--- config.mk ---
export PLATFORM = sky130hd
export DESIGN_NAME = nibble_host_port
export DESIGN_NICKNAME = d
export VERILOG_FILES = /design/src/rtl/nhp_pkg.sv /design/src/rtl/nhp_sync.sv /design/src/rtl/nhp_dl_nib.sv /design/src/rtl/nhp_ul_nib.sv /design/src/rtl/nibble_host_port.sv
export SDC_FILE = /design/constraint.sdc
export NUM_CORES = 1
export LEC_CHECK = 0
export BUFFER_PORTS_ARGS = -buffer_cell sky130_fd_sc_hd__buf_2
export CAP_MARGIN = 10
export CORE_MARGIN = 4
export CORE_UTILIZATION = 35
export CTS_CLUSTER_SIZE = 30
export DETAILED_ROUTE_END_ITERATION = 12
export PLACE_DENSITY = 0.57
export SLEW_MARGIN = 20
export SYNTH_ARGS = -nofsm -noshare
export SYNTH_HDL_FRONTEND = slang
export SYNTH_HIERARCHICAL = 1
export SYNTH_SLANG_ARGS = --single-unit
export TNS_END_PERCENT = 20
--- constraint.sdc ---
create_clock -name clk -period 7.2 [get_ports clk]
set_clock_uncertainty 0.15 [all_clocks]
set_input_delay 0.36 -clock clk [delete_from_list [all_inputs] [get_ports clk]]
set_output_delay 0.36 -clock clk [all_outputs]
set_load 0.01 [all_outputs]
--- src/rtl/nhp_pkg.sv ---
package nhp_pkg;

  typedef enum logic [3:0] {
    S_IDLE,
    S_DL,
    S_MR,
    S_MR_ECHO,
    S_MR_DATA,
    S_UL_SEND,
    S_UL_DRAIN,
    S_COOL
  } seq_state_t;

  typedef struct packed {
    logic       is_mem;
    logic       is_wr;
    logic [5:0] addr;
    logic [4:0] cnt;
  } ctl_t;

  function automatic ctl_t ctl_decode(input logic [7:0] b);
    ctl_t c;
    c.is_mem = b[7];
    c.is_wr  = b[6];
    c.addr   = b[5:0];
    c.cnt    = b[4:0];
    return c;
  endfunction

endpackage

--- src/rtl/nhp_sync.sv ---
module nhp_sync #(
  parameter int W      = 2,
  parameter int STAGES = 2
) (
  input  logic         clk,
  input  logic         rst_n,
  input  logic [W-1:0] d,
  output logic [W-1:0] q
);
  logic [STAGES-1:0][W-1:0] sr;

  always_ff @(posedge clk or negedge rst_n) begin
    if (!rst_n) sr <= '1;
    else        sr <= {sr[STAGES-2:0], d};
  end

  assign q = sr[STAGES-1];
endmodule

--- src/rtl/nhp_dl_nib.sv ---
module nhp_dl_nib (
  input  logic       clk,
  input  logic       rst_n,
  input  logic       en,
  input  logic       req_act,
  input  logic [3:0] bus_i,
  output logic       ack_n,
  output logic       byte_vld,
  output logic [7:0] byte_q
);
  typedef enum logic {D_IDLE, D_ACK} dl_st_t;
  dl_st_t     st;
  logic       hi;
  logic [3:0] lo_q;

  always_ff @(posedge clk or negedge rst_n) begin
    if (!rst_n) begin
      st       <= D_IDLE;
      ack_n    <= 1'b1;
      hi       <= 1'b0;
      lo_q     <= '0;
      byte_vld <= 1'b0;
      byte_q   <= '0;
    end else begin
      byte_vld <= 1'b0;
      case (st)
        D_IDLE: begin
          if (!en) hi <= 1'b0;
          if (en && req_act) begin
            ack_n <= 1'b0;
            st    <= D_ACK;
          end
        end
        D_ACK: begin
          if (!req_act) begin
            if (!hi) begin
              lo_q <= bus_i;
              hi   <= 1'b1;
            end else begin
              byte_q   <= {bus_i, lo_q};
              byte_vld <= 1'b1;
              hi       <= 1'b0;
            end
            ack_n <= 1'b1;
            st    <= D_IDLE;
          end
        end
        default: st <= D_IDLE;
      endcase
    end
  end

  // accept only falls after a seen request, and only rises after its release
  a_r2_ack_after_req: assert property (@(posedge clk) disable iff (!rst_n)
    $fell(ack_n) |-> $past(req_act));
  a_r2_ack_rise_after_release: assert property (@(posedge clk) disable iff (!rst_n)
    $rose(ack_n) |-> !$past(req_act));
endmodule

--- src/rtl/nhp_ul_nib.sv ---
module nhp_ul_nib (
  input  logic       clk,
  input  logic       rst_n,
  input  logic       in_vld,
  output logic       in_rdy,
  input  logic [7:0] in_byte,
  input  logic       ack_act,
  output logic       req_n,
  output logic [3:0] nib_o,
  output logic       drive_now
);
  typedef enum logic [1:0] {U_IDLE, U_REQ, U_REL} ul_st_t;
  ul_st_t     st;
  logic       hi;
  logic [7:0] byte_q;

  assign in_rdy    = (st == U_IDLE);
  assign drive_now = (st == U_REQ) && ack_act;

  always_ff @(posedge clk or negedge rst_n) begin
    if (!rst_n) begin
      st     <= U_IDLE;
      hi     <= 1'b0;
      byte_q <= '0;
      req_n  <= 1'b1;
      nib_o  <= '0;
    end else begin
      case (st)
        U_IDLE: begin
          if (in_vld) begin
            byte_q <= in_byte;
            hi     <= 1'b0;
            req_n  <= 1'b0;
            st     <= U_REQ;
          end
        end
        U_REQ: begin
          if (ack_act) begin
            nib_o <= hi ? byte_q[7:4] : byte_q[3:0];
            req_n <= 1'b1;
            st    <= U_REL;
          end
        end
        U_REL: begin
          if (!ack_act) begin
            if (!hi) begin
              hi    <= 1'b1;
              req_n <= 1'b0;
              st    <= U_REQ;
            end else begin
              st <= U_IDLE;
            end
          end
        end
        default: st <= U_IDLE;
      endcase
    end
  end

  // request rises only once the host accept was seen
  a_r3_req_rise_after_ack: assert property (@(posedge clk) disable iff (!rst_n)
    $rose(req_n) |-> $past(ack_act));
endmodule

--- src/rtl/nibble_host_port.sv ---
module nibble_host_port
  import nhp_pkg::*;
#(
  parameter  int MAX_DATA = 27,
  localparam int IDX_W    = $clog2(MAX_DATA + 1)
) (
  input  logic             clk,
  input  logic             rst_n,
  input  logic             dl_req_n,
  output logic             dl_ack_n,
  output logic             ul_req_n,
  input  logic             ul_ack_n,
  input  logic [3:0]       bus_i,
  output logic [3:0]       bus_o,
  output logic             bus_oe,
  output logic             buf_we,
  output logic [IDX_W-1:0] buf_addr,
  output logic [7:0]       buf_wdata,
  input  logic [7:0]       buf_rdata,
  output logic             mem_rd,
  output logic             mem_wr,
  output logic [5:0]       mem_addr,
  output logic [7:0]       mem_wdata,
  input  logic [7:0]       mem_rdata,
  input  logic             rx_pend,
  output logic             dl_done,
  output logic             ul_done
);

  logic [1:0] sync_q;
  logic       dl_req_act, ul_ack_act;

  nhp_sync #(.W(2), .STAGES(2)) u_sync (
    .clk(clk), .rst_n(rst_n), .d({dl_req_n, ul_ack_n}), .q(sync_q)
  );
  assign dl_req_act = ~sync_q[1];
  assign ul_ack_act = ~sync_q[0];

  seq_state_t       st;
  logic [7:0]       ctl;
  logic [IDX_W-1:0] cnt, need;
  logic [7:0]       rdq;
  logic             upk;

  logic       dl_vld;
  logic [7:0] dl_byte;
  ctl_t       dc;

  nhp_dl_nib u_dl (
    .clk(clk), .rst_n(rst_n), .en(st == S_DL), .req_act(dl_req_act),
    .bus_i(bus_i), .ack_n(dl_ack_n), .byte_vld(dl_vld), .byte_q(dl_byte)
  );
  assign dc = ctl_decode(dl_byte);

  logic       ul_vld, ul_rdy, drive_now;
  logic [7:0] ul_byte;

  always_comb begin
    ul_vld  = 1'b0;
    ul_byte = buf_rdata;
    case (st)
      S_MR_ECHO: begin ul_vld = 1'b1; ul_byte = ctl; end
      S_MR_DATA: begin ul_vld = 1'b1; ul_byte = rdq; end
      S_UL_SEND: begin ul_vld = 1'b1; ul_byte = buf_rdata; end
      default:   ;
    endcase
  end

  nhp_ul_nib u_ul (
    .clk(clk), .rst_n(rst_n), .in_vld(ul_vld), .in_rdy(ul_rdy),
    .in_byte(ul_byte), .ack_act(ul_ack_act), .req_n(ul_req_n),
    .nib_o(bus_o), .drive_now(drive_now)
  );

  function automatic logic [IDX_W-1:0] clampc(input logic [4:0] c);
    if (int'(c) > MAX_DATA) return IDX_W'(MAX_DATA);
    else                    return IDX_W'(c);
  endfunction

  logic [IDX_W-1:0] dl_need;
  logic             ul_last;
  assign dl_need = clampc(dc.cnt);
  assign ul_last = (buf_addr == '0) ? (clampc(buf_rdata[4:0]) == '0)
                                    : (buf_addr == need);

  always_ff @(posedge clk or negedge rst_n) begin
    if (!rst_n) begin
      st        <= S_IDLE;
      ctl       <= '0;
      cnt       <= '0;
      need      <= '0;
      rdq       <= '0;
      upk       <= 1'b0;
      bus_oe    <= 1'b0;
      buf_we    <= 1'b0;
      buf_addr  <= '0;
      buf_wdata <= '0;
      mem_rd    <= 1'b0;
      mem_wr    <= 1'b0;
      mem_addr  <= '0;
      mem_wdata <= '0;
      dl_done   <= 1'b0;
      ul_done   <= 1'b0;
    end else begin
      buf_we  <= 1'b0;
      mem_wr  <= 1'b0;
      mem_rd  <= 1'b0;
      dl_done <= 1'b0;
      ul_done <= 1'b0;
      if (drive_now) bus_oe <= 1'b1;
      case (st)
        S_IDLE: begin
          if (rx_pend) begin
            buf_addr <= '0;
            upk      <= 1'b1;
            st       <= S_UL_SEND;
          end else if (dl_req_act) begin
            cnt <= '0;
            st  <= S_DL;
          end
        end
        S_DL: begin
          if (dl_vld) begin
            if (cnt == '0) begin
              ctl      <= dl_byte;
              mem_addr <= dc.addr;
              if (!dc.is_mem) begin
                buf_we    <= 1'b1;
                buf_addr  <= '0;
                buf_wdata <= dl_byte;
                need      <= dl_need;
                if (dl_need == '0) begin
                  dl_done <= 1'b1;
                  st      <= S_IDLE;
                end else begin
                  cnt <= IDX_W'(1);
                end
              end else if (dc.is_wr) begin
                need <= IDX_W'(1);
                cnt  <= IDX_W'(1);
              end else begin
                mem_rd <= 1'b1;
                st     <= S_MR;
              end
            end else if (ctl[7]) begin
              mem_wdata <= dl_byte;
              mem_wr    <= 1'b1;
              st        <= S_IDLE;
            end else begin
              buf_we    <= 1'b1;
              buf_addr  <= cnt;
              buf_wdata <= dl_byte;
              if (cnt == need) begin
                dl_done <= 1'b1;
                st      <= S_IDLE;
              end else begin
                cnt <= cnt + 1'b1;
              end
            end
          end
        end
        S_MR: begin
          rdq <= mem_rdata;
          st  <= S_MR_ECHO;
        end
        S_MR_ECHO: if (ul_rdy) st <= S_MR_DATA;
        S_MR_DATA: begin
          if (ul_rdy) begin
            upk <= 1'b0;
            st  <= S_UL_DRAIN;
          end
        end
        S_UL_SEND: begin
          if (ul_rdy) begin
            if (buf_addr == '0) need <= clampc(buf_rdata[4:0]);
            if (ul_last) st <= S_UL_DRAIN;
            else         buf_addr <= buf_addr + 1'b1;
          end
        end
        S_UL_DRAIN: begin
          if (ul_rdy) begin
            bus_oe  <= 1'b0;
            ul_done <= upk;
            st      <= S_COOL;
          end
        end
        S_COOL:  st <= S_IDLE;
        default: st <= S_IDLE;
      endcase
    end
  end

  // each nibble is driven with the enable already on when the request rises
  a_r4_nibble_driven: assert property (@(posedge clk) disable iff (!rst_n)
    $rose(ul_req_n) |-> bus_oe);
  // the bus is only driven while an upload is in progress
  a_r4_oe_scope: assert property (@(posedge clk) disable iff (!rst_n)
    bus_oe |-> (st inside {S_MR_ECHO, S_MR_DATA, S_UL_SEND, S_UL_DRAIN}));
  // buffer writes stay inside the packet
  a_r5_we_range: assert property (@(posedge clk) disable iff (!rst_n)
    buf_we |-> (int'(buf_addr) <= MAX_DATA));
  // a memory write is a single-cycle strobe
  a_r6_wr_pulse: assert property (@(posedge clk) disable iff (!rst_n)
    mem_wr |=> !mem_wr);
  // a pending packet wins over any host request seen while idle
  a_r8_defer: assert property (@(posedge clk) disable iff (!rst_n)
    (st == S_IDLE && rx_pend) |=> (st == S_UL_SEND));
endmodule

==> flow_summary.ini, run 1 <==
[outcome]
outcome = complete, no violations

[detailed_routing]
drt-initial-drc-count = 240
wl_per_cell_um = 16.9
dr.pass1.iters = 4
drc = 0
drt-total-wl_mm = 11.1
viasPerCell = 5.16
route.vias.total = 3398
drtAntennaViolNets = 0

[sta]
fmax_mhz = 331
final.setup.worst_slack_ns = 4.18
fin_crit_sh_pct = 41.9
hold_ws_ns = 0.0934
hold_viol_final = 0
slew_violations = 0
final.min_clock_period_ns = 3.02
tightest_slew_ns = 0.878
rsz0062_at_grt = false
relSlewSlack_pct = 41.5
finalSetupViolations = 0
tns_ns = 0

[synthesis]
syn_area_um2 = 4600
synth_nets = 455
ys_types = 64
async_flop_share_pct = 100
ys_top_cells_by_count = dfrtp_1, nand2_1, mux2_2, o21ai_0, a21oi_1
synth_area_leaders = dfrtp_1, mux2_2, dfstp_2
synth_most_common_cell = dfrtp_1
ys_seq_area_share_pct = 50.7
syn_inst = 426
synth_top_flop_cell = dfrtp_1
synthDominantCellAreaShare_pct = 47.3
synth_warnings = 6
ys_ff_latch = 93
yosysTopAreaCell = dfrtp_1
synth_edf_count = 0
syn_avg_cell_area_um2 = 10.8

[clocking]
numCtsBuffers = 9
cts-root-buf = clkbuf_16
cts_buffer_depth = 2
htreeDepth = 3
worstSkewPairLatency_ns = 0.34
cts_tree = built
clk_pin_slew_ns = 0.07
clock-sinks = 93
postCtsSetupBuffers = 0

[placement]
place_hpwl_mm = 8.07
dp.cells = 639
portBuffers = 63
dpl_cell_area_um2 = 5000
place_ws_ns = 4.25
routabilityCongestion = 0.911

[worst_setup_path]
reg2reg_from = cnt[0]$_DFFE_PN0P_
path_cells = inv_1, ha_1, nor4b_4, nand2_1, a311oi_1, a2111o_1, o21ai_0, a211o_1
cp-endpoint = buf_addr[3]$_DFFE_PN0P_
end_kind = flip-flop
cp_max_fo = 14
required_ns = 7.28
r2r_slack_ns = 4.18
setup.worst_path.start = cnt[0]$_DFFE_PN0P_
critPathKind = reg -> reg
rr_worst_depth = 8
critPathLaunchType = flip-flop
worstPathArrival_ns = 3.10
slowest_stage = nor4b_4
worst_path_largest_cell_delay_ns = 0.59
r2r_end = buf_addr[3]$_DFFE_PN0P_

[final_layout]
nets = 510
postLayoutCellArea_um2 = 5340
synthToLayoutAreaGrowth_pct = 16.0
diodes = 0
fin_util_pct = 41.8
nFillCells = 1235
final_cell_count_no_fill = 658
layout-drive-gt1-share_pct = 29.4

[floorplan]
start_util_pct = 36.0
die_y_um = 123
die_w_um = 123
coreArea_um2 = 12800
ioPinCount = 64
die_area_um2 = 15100
rows = 41

[global_routing]
overflow = 0
grt_usage_pct = 15.7
grt_pass1_vias = 3465
grt_max_degree = 69
antenna_found_initial = 0
grt_pass1_wl_mm = 18.5

[min_path]
hp-class = in -> reg
hold_depth = 2
hold_start = mem_rdata[1]

[pwr]
power.density_nw_per_um2 = 401
leakagePower_nw = 2.55
vdd_drop_max_uv = 164
p_total_mw = 2.14

[job]
maxCapViolCount = 0
## placed cells by master, fill, tap and decap left out, drive strengths merged, types with 11 or more instances in the layout
cell type,n
buf,64
clkbuf,11
dfrtp,87
inv,21
nand3,13
nand2,42
o21ai,38
mux2,46
nor2,20
a21oi,23
## report_power, final
group / internal, mW / total [mW] / leakage, nW / switching, mW
logic: 0.372 / 0.757 / 1.22 / 0.386
registers: 0.677 / 0.899 / 1.18 / 0.222
clock network: 0.283 / 0.488 / 0.148 / 0.205
## flip-flops by register name (all words and copies together) (netlist names), 8 cells and up
register	flops
buf_wdata	8
mem_wdata	8
rdq	8
u_dl/byte_q	8
u_ul/byte_q	8
## logic make-up (layout without fill, tap and decap cells)
| kind of cell | count (synthesis) | after routing | synth area share, % |
|---|---|---|---|
| adder cells (fa/ha/maj) | 4 | 4 | 1.09 |
| buffers and inverters | 43 | 103 | 4.70 |
| XOR/XNOR | 12 | 12 | 2.28 |
| multiplexers | 53 | 53 | 13.4 |
| flip-flops | 93 | 93 | 50.7 |
| AND/OR/NAND/NOR | 125 | 125 | 15.1 |
| AO/OA/AOI/OAI | 96 | 96 | 12.6 |
## how the worst min path moves through the flow
stage | to | slack [ns]
5_1_grt | rdq[5]$_DFFE_PN0P_ | 0.09
3_5_place_dp | u_ul/byte_q[6]$_DFFE_PN0P_ | 0.15
6_report | rdq[1]$_DFFE_PN0P_ | 0.09
2_1_floorplan | buf_addr[0]$_DFFE_PN0P_ | -0.09
4_1_cts | rdq[1]$_DFFE_PN0P_ | 0.09
3_3_place_gp | u_ul/nib_o[2]$_DFFE_PN0P_ | 0.15
## timing repair
action / 4_1_cts / 5_1_grt
gates resized for setup: 0 / 0
hold buffers: 3 / 0
endpoints found under the setup margin: 0 / 0
hold endpoints to repair: 24 / 0
## cell type report
type	instances	area [µm²]	share of cell area [%]
flip-flops and latches	93	2330	43.7
repair buffers	67	355	6.65
multi-input cells	290	2050	38.4
well taps	172	215	4.03
clock buffers	11	243	4.54
clock inverters	5	66.3	1.24
inverters	20	75.1	1.41
## layer usage
layer / up-vias / part of all wire [%] / global-route usage [%]
li1: 1636 / - / -
met1: 1657 / 45 / 20.7
met2: 95 / 48 / 26.0
met3: 10 / 5.6 / 3.92
met4: 0 / 1.1 / 4.06
met5: - / 0 / 0
## worst max-delay path, delay by kind of cell, from the launching register on
kind                       cells  cell delay [ns]
and+or+nand+nor                2             0.81
buffers and inverters          1             0.10
DFF                            1             0.46
adders and majority gates      1             0.16
AOI/OAI and AO/OA              4             1.22
Note: power is estimated with default switching activity, not from simulation.
==> run 2: changes to the inputs <==
Settings changed: PLACE_DENSITY 0.57 to 0.59.
Clock period 7.2 ns to 2.6 ns, I/O delays scaled along.
==> flow_summary.ini, run 2 (synthesis results as in run 1) <==
[sta]
fin_crit_sh_pct = 96.2
final.setup.worst_slack_ns = 0.0994
final.min_clock_period_ns = 2.50
slew_violations = 0
finalSetupViolations = 0
relSlewSlack_pct = 56.3
tightest_slew_ns = 0.655
hold_ws_ns = 0.0300
fmax_mhz = 400
hold_viol_final = 0

[final_layout]
multiInputGateArea_um2 = 2050
nFillCells = 1190
diodes = 0
layout-drive-gt1-share_pct = 32.0
postLayoutCellArea_um2 = 5640
final_common_cell = dfrtp_1
layout_common_cells = dfrtp_1, buf_2, nand2_1, mux2_2, o21ai_0
synthToLayoutAreaGrowth_pct = 22.6
register_area_um2 = 2330
nets = 546

[floorplan]
ioPinCount = 64
die_area_um2 = 15100
start_util_pct = 36.0
die_y_um = 123
rows = 41
coreArea_um2 = 12800
die_w_um = 123

[worst_setup_path]
path_cells = inv_1, ha_1, or4b_4, nand3_2, o21ai_2, a2111o_1, buf_4, a221oi_1, a21oi_1
required_ns = 2.67
cp_top_family = compound AO/OA/AOI/OAI gates
end_kind = flip-flop
r2r_slack_ns = 0.1
critPathLaunchType = flip-flop
cp_max_fo = 6
critPathKind = reg -> reg
slowest_stage = a2111o_1
worstPathArrival_ns = 2.57
worst_path_largest_cell_delay_ns = 0.51
crit_buf_inv = 2

[clocking]
worstSkewPairLatency_ns = 0.34
htreeDepth = 3
clk_pin_slew_ns = 0.07
cts-root-buf = clkbuf_16
numCtsBuffers = 9
cts_tree = built
cts.repair.resized = 0
clock-sinks = 93
cts_buffer_depth = 2

[pwr]
leakagePower_nw = 2.72
power.density_nw_per_um2 = 1080
vdd_drop_max_uv = 463

[global_routing]
grt_max_degree = 51
antenna_found_initial = 0
grt_pass1_vias = 3639
grt_pass1_wl_mm = 19.2
overflow = 0
grt_usage_pct = 16.3

[detailed_routing]
dr.pass1.iters = 5
viasPerCell = 5.16
drt-initial-drc-count = 195
wl_per_cell_um = 16.4
drc = 0
drtAntennaViolNets = 0
route.vias.total = 3583
drt-total-wl_mm = 11.4

[placement]
portBuffers = 63
dpl_cell_area_um2 = 5180
routabilityCongestion = 0.873
place_ws_ns = 0.0638
place_hpwl_mm = 8.24

[job]
maxCapViolCount = 0

[min_path]
hp-class = in -> reg

[outcome]
outcome = complete, no violations
## run 2: cell count changes in the layout (fill, tap and decap cells not counted), sizes merged
cell,delta
buf,+23
clkinv,+2
clkinvlp,-1
dlygate4sd3,+13
bufinv,-1
## run 2: per-layer routing
metal | track usage [%] | routed length, µm
met1 | 21.6 | 5040
met4 | 4.90 | 186
met3 | 4.42 | 710
met5 | 0 | 0
met2 | 26.0 | 5420
## run 2: cell type report
class                           instances  share of cell area, %
Clock buffer                           11                   4.48
Tap cell                              172                   3.81
Clock inverter                          5                  0.754
Multi-Input combinational cell        290                   36.4
Timing Repair Buffer                  103                   11.9
Sequential cell                        93                   41.4
Inverter                               20                   1.33
## run 2: final timing paths
path | from | to | cells after the start
max | buf_addr[0]$_DFFE_PN0P_ | buf_addr[0]$_DFFE_PN0P_ | 9
min | buf_rdata[4] | need[4]$_DFFE_PN0P_ | 3
max reg2reg | buf_addr[0]$_DFFE_PN0P_ | buf_addr[0]$_DFFE_PN0P_ | 9
min reg2reg | u_sync/sr[1]$_DFF_PN1_ | u_sync/q[1]$_DFF_PN1_ | 0
max in group asynchronous | rst_n | u_sync/sr[0]$_DFF_PN1_ | 3
min in group asynchronous | rst_n | u_dl/st$_DFF_PN0_ | 2
## run 2: timing repair
action / CTS / global route
endpoints found under the hold margin: 64 / 0
setup endpoints to repair: 0 / 2
hold buffers: 16 / 0
setup buffers: 0 / 1
## run 2: tightest hold or removal path, stage by stage
cell	delay, ns
buf_2	0.15
a21oi_1	0.12
o21ai_0	0.07
## run 2: stage by stage
step | power [mW] | utilization (%) | cells | setup TNS (ns)
after CTS | 6.12 | 44.1 | 693 | 0
after floorplan | 4.04 | - | 426 | 0
final | 6.10 | 44.2 | 694 | 0
after global placement | 4.73 | 40.6 | 661 | 0
after global routing | 6.53 | 44.2 | 694 | -0.000584
after detailed placement | 4.80 | 40.6 | 661 | 0
## run 2: where the power goes
part / internal [mW] / switching, mW
Sequential: 1.88 / 0.367
Combinational: 1.21 / 1.37
Clock: 0.713 / 0.569
Total: 3.80 / 2.30
==> run 3: changes to the inputs <==
Settings changed: ABC_CLOCK_PERIOD_IN_PS from default to 2600, SYNTH_HIERARCHICAL 1 to default.
==> flow_summary.ini, run 3 <==
[outcome]
outcome = complete, no violations

[worst_setup_path]
critPathKind = reg -> reg
r2r_slack_ns = 0.19
cp_max_fo = 10
required_ns = 2.67
r2r_end = buf_addr[3]$_DFFE_PN0P_
reg2reg_from = cnt[0]$_DFFE_PN0P_
worstPathArrival_ns = 2.48
critPathLaunchType = flip-flop
end_kind = flip-flop
rr_worst_depth = 8

[synthesis]
synth_warnings = 0
synth_most_common_cell = dfrtp_1
ys_ff_latch = 93
synth_nets = 463
ys_seq_area_share_pct = 51.3
synthDominantCellAreaShare_pct = 47.8
syn_area_um2 = 4550
ys_types = 58
syn_inst = 434
syn_avg_cell_area_um2 = 10.5
synth_area_leaders = dfrtp_1, mux2_2, nand2_1
yosysTopAreaCell = dfrtp_1
synth_top_flop_cell = dfrtp_1
async_flop_share_pct = 100
ys_top_cells_by_count = dfrtp_1, nand2_1, mux2_2, nor2_1, o21ai_0
synth_edf_count = 0

[detailed_routing]
drc = 0
wl_per_cell_um = 16.1
drtAntennaViolNets = 0
viasPerCell = 5.13
dr.pass1.iters = 5
drt-initial-drc-count = 223
route.vias.total = 3601
drt-total-wl_mm = 11.3

[clocking]
postCtsSetupBuffers = 0
clk_pin_slew_ns = 0.07
worstSkewPairLatency_ns = 0.35
htreeDepth = 3
numCtsBuffers = 9
clock-sinks = 93
cts_buffer_depth = 2
cts_tree = built
cts-root-buf = clkbuf_16

[floorplan]
die_w_um = 122
ioPinCount = 64
die_area_um2 = 14900
rows = 41
coreArea_um2 = 12700
die_y_um = 122
start_util_pct = 35.9

[sta]
rsz0062_at_grt = false
fmax_mhz = 415
tns_ns = 0
fin_crit_sh_pct = 92.7
hold_viol_final = 0
tightest_slew_ns = 0.520
final.min_clock_period_ns = 2.41
relSlewSlack_pct = 65.3
slew_violations = 0
finalSetupViolations = 0

[global_routing]
grt_pass1_vias = 3514
grt_max_degree = 54
overflow = 0
grt_usage_pct = 15.8
antenna_found_initial = 0
grt_pass1_wl_mm = 18.5

[final_layout]
nFillCells = 1218
postLayoutCellArea_um2 = 5610
layout_common_cells = dfrtp_1, buf_2, nand2_1, mux2_2, nor2_1
synthToLayoutAreaGrowth_pct = 23.2
nets = 554
diodes = 0
fin_util_pct = 44.3
final_common_cell = dfrtp_1
final_cell_count_no_fill = 702
layout-drive-gt1-share_pct = 31.1

[placement]
dp.cells = 665
portBuffers = 63
routabilityCongestion = 0.837
dpl_cell_area_um2 = 5120
place_hpwl_mm = 8.20

[pwr]
leakagePower_nw = 2.64
vdd_drop_max_uv = 440
power.density_nw_per_um2 = 1030

[min_path]
hold_depth = 5
hp-class = in -> reg
hold_start = buf_rdata[6]
hold_path_end = u_ul.byte_q[6]$_DFFE_PN0P_

[job]
maxCapViolCount = 0
run 3: how the worst max path moves through the flow:
stage,start,to
after floorplan,cnt[0]$_DFFE_PN0P_,st[0]$_DFFE_PN0P_
after global placement,cnt[0]$_DFFE_PN0P_,buf_wdata[2]$_DFFE_PN0P_
after detailed placement,cnt[0]$_DFFE_PN0P_,buf_addr[3]$_DFFE_PN0P_
after CTS,cnt[0]$_DFFE_PN0P_,buf_addr[3]$_DFFE_PN0P_
after global routing,cnt[0]$_DFFE_PN0P_,buf_addr[3]$_DFFE_PN0P_
final,cnt[0]$_DFFE_PN0P_,buf_addr[3]$_DFFE_PN0P_
run 3: stage by stage:
step / hold WS (ns) / worst slack (ns) / power (mW)
after floorplan: -0.316 / 0.294 / 3.84
after global placement: -0.00476 / 0.308 / 4.51
after detailed placement: -0.00148 / 0.186 / 4.55
after CTS: 0.0325 / 0.164 / 5.82
after global routing: 0.0837 / 0.00784 / 6.20
final: 0.0377 / 0.190 / 5.79
run 3: where the power goes:
group          internal (mW)  switching, mW
sequential              1.87          0.393
clock                  0.655          0.574
combinational           1.04           1.26
run 3: cell type report:
type | count | area [µm²] | share of cell area [%]
repair buffers | 108 | 721 | 12.9
well taps | 172 | 215 | 3.84
clock inverters | 6 | 46.3 | 0.826
flip-flops and latches | 93 | 2330 | 41.6
inverters | 11 | 41.3 | 0.736
clock buffers | 10 | 229 | 4.08
multi-input cells | 302 | 2020 | 36.0
run 3: metal layers:
layer	GRT usage, %	up-vias	part of all wire [%]
met5	0	-	0
met4	4.20	0	1.2
met3	4.46	11	6.2
met2	25.0	121	46
met1	21.6	1749	46
li1	-	1720	-
run 3: timing repair:
action / CTS / global route
endpoints found under the hold margin: 64 / 0
hold buffers: 21 / 0
gates resized for setup: 0 / 1
endpoints found under the setup margin: 0 / 2
run 3: logic make-up after synthesis:
group                    share of synthesized area, %
AO/OA/AOI/OAI                                    12.4
XOR/XNOR                                         2.69
adder cells (fa/ha/maj)                          1.10
buffers and inverters                            4.32
flip-flops                                       51.3
multiplexers                                     11.3
AND/OR/NAND/NOR                                  16.9
run 3: critical path, stage by stage, from the launching register on:
cell	delay, ns
dfrtp_1	0.43
inv_1	0.12
ha_1	0.17
or4b_4	0.55
nand2_1	0.18
a31oi_1	0.12
o32a_2	0.27
o21ai_0	0.20
o31ai_1	0.10
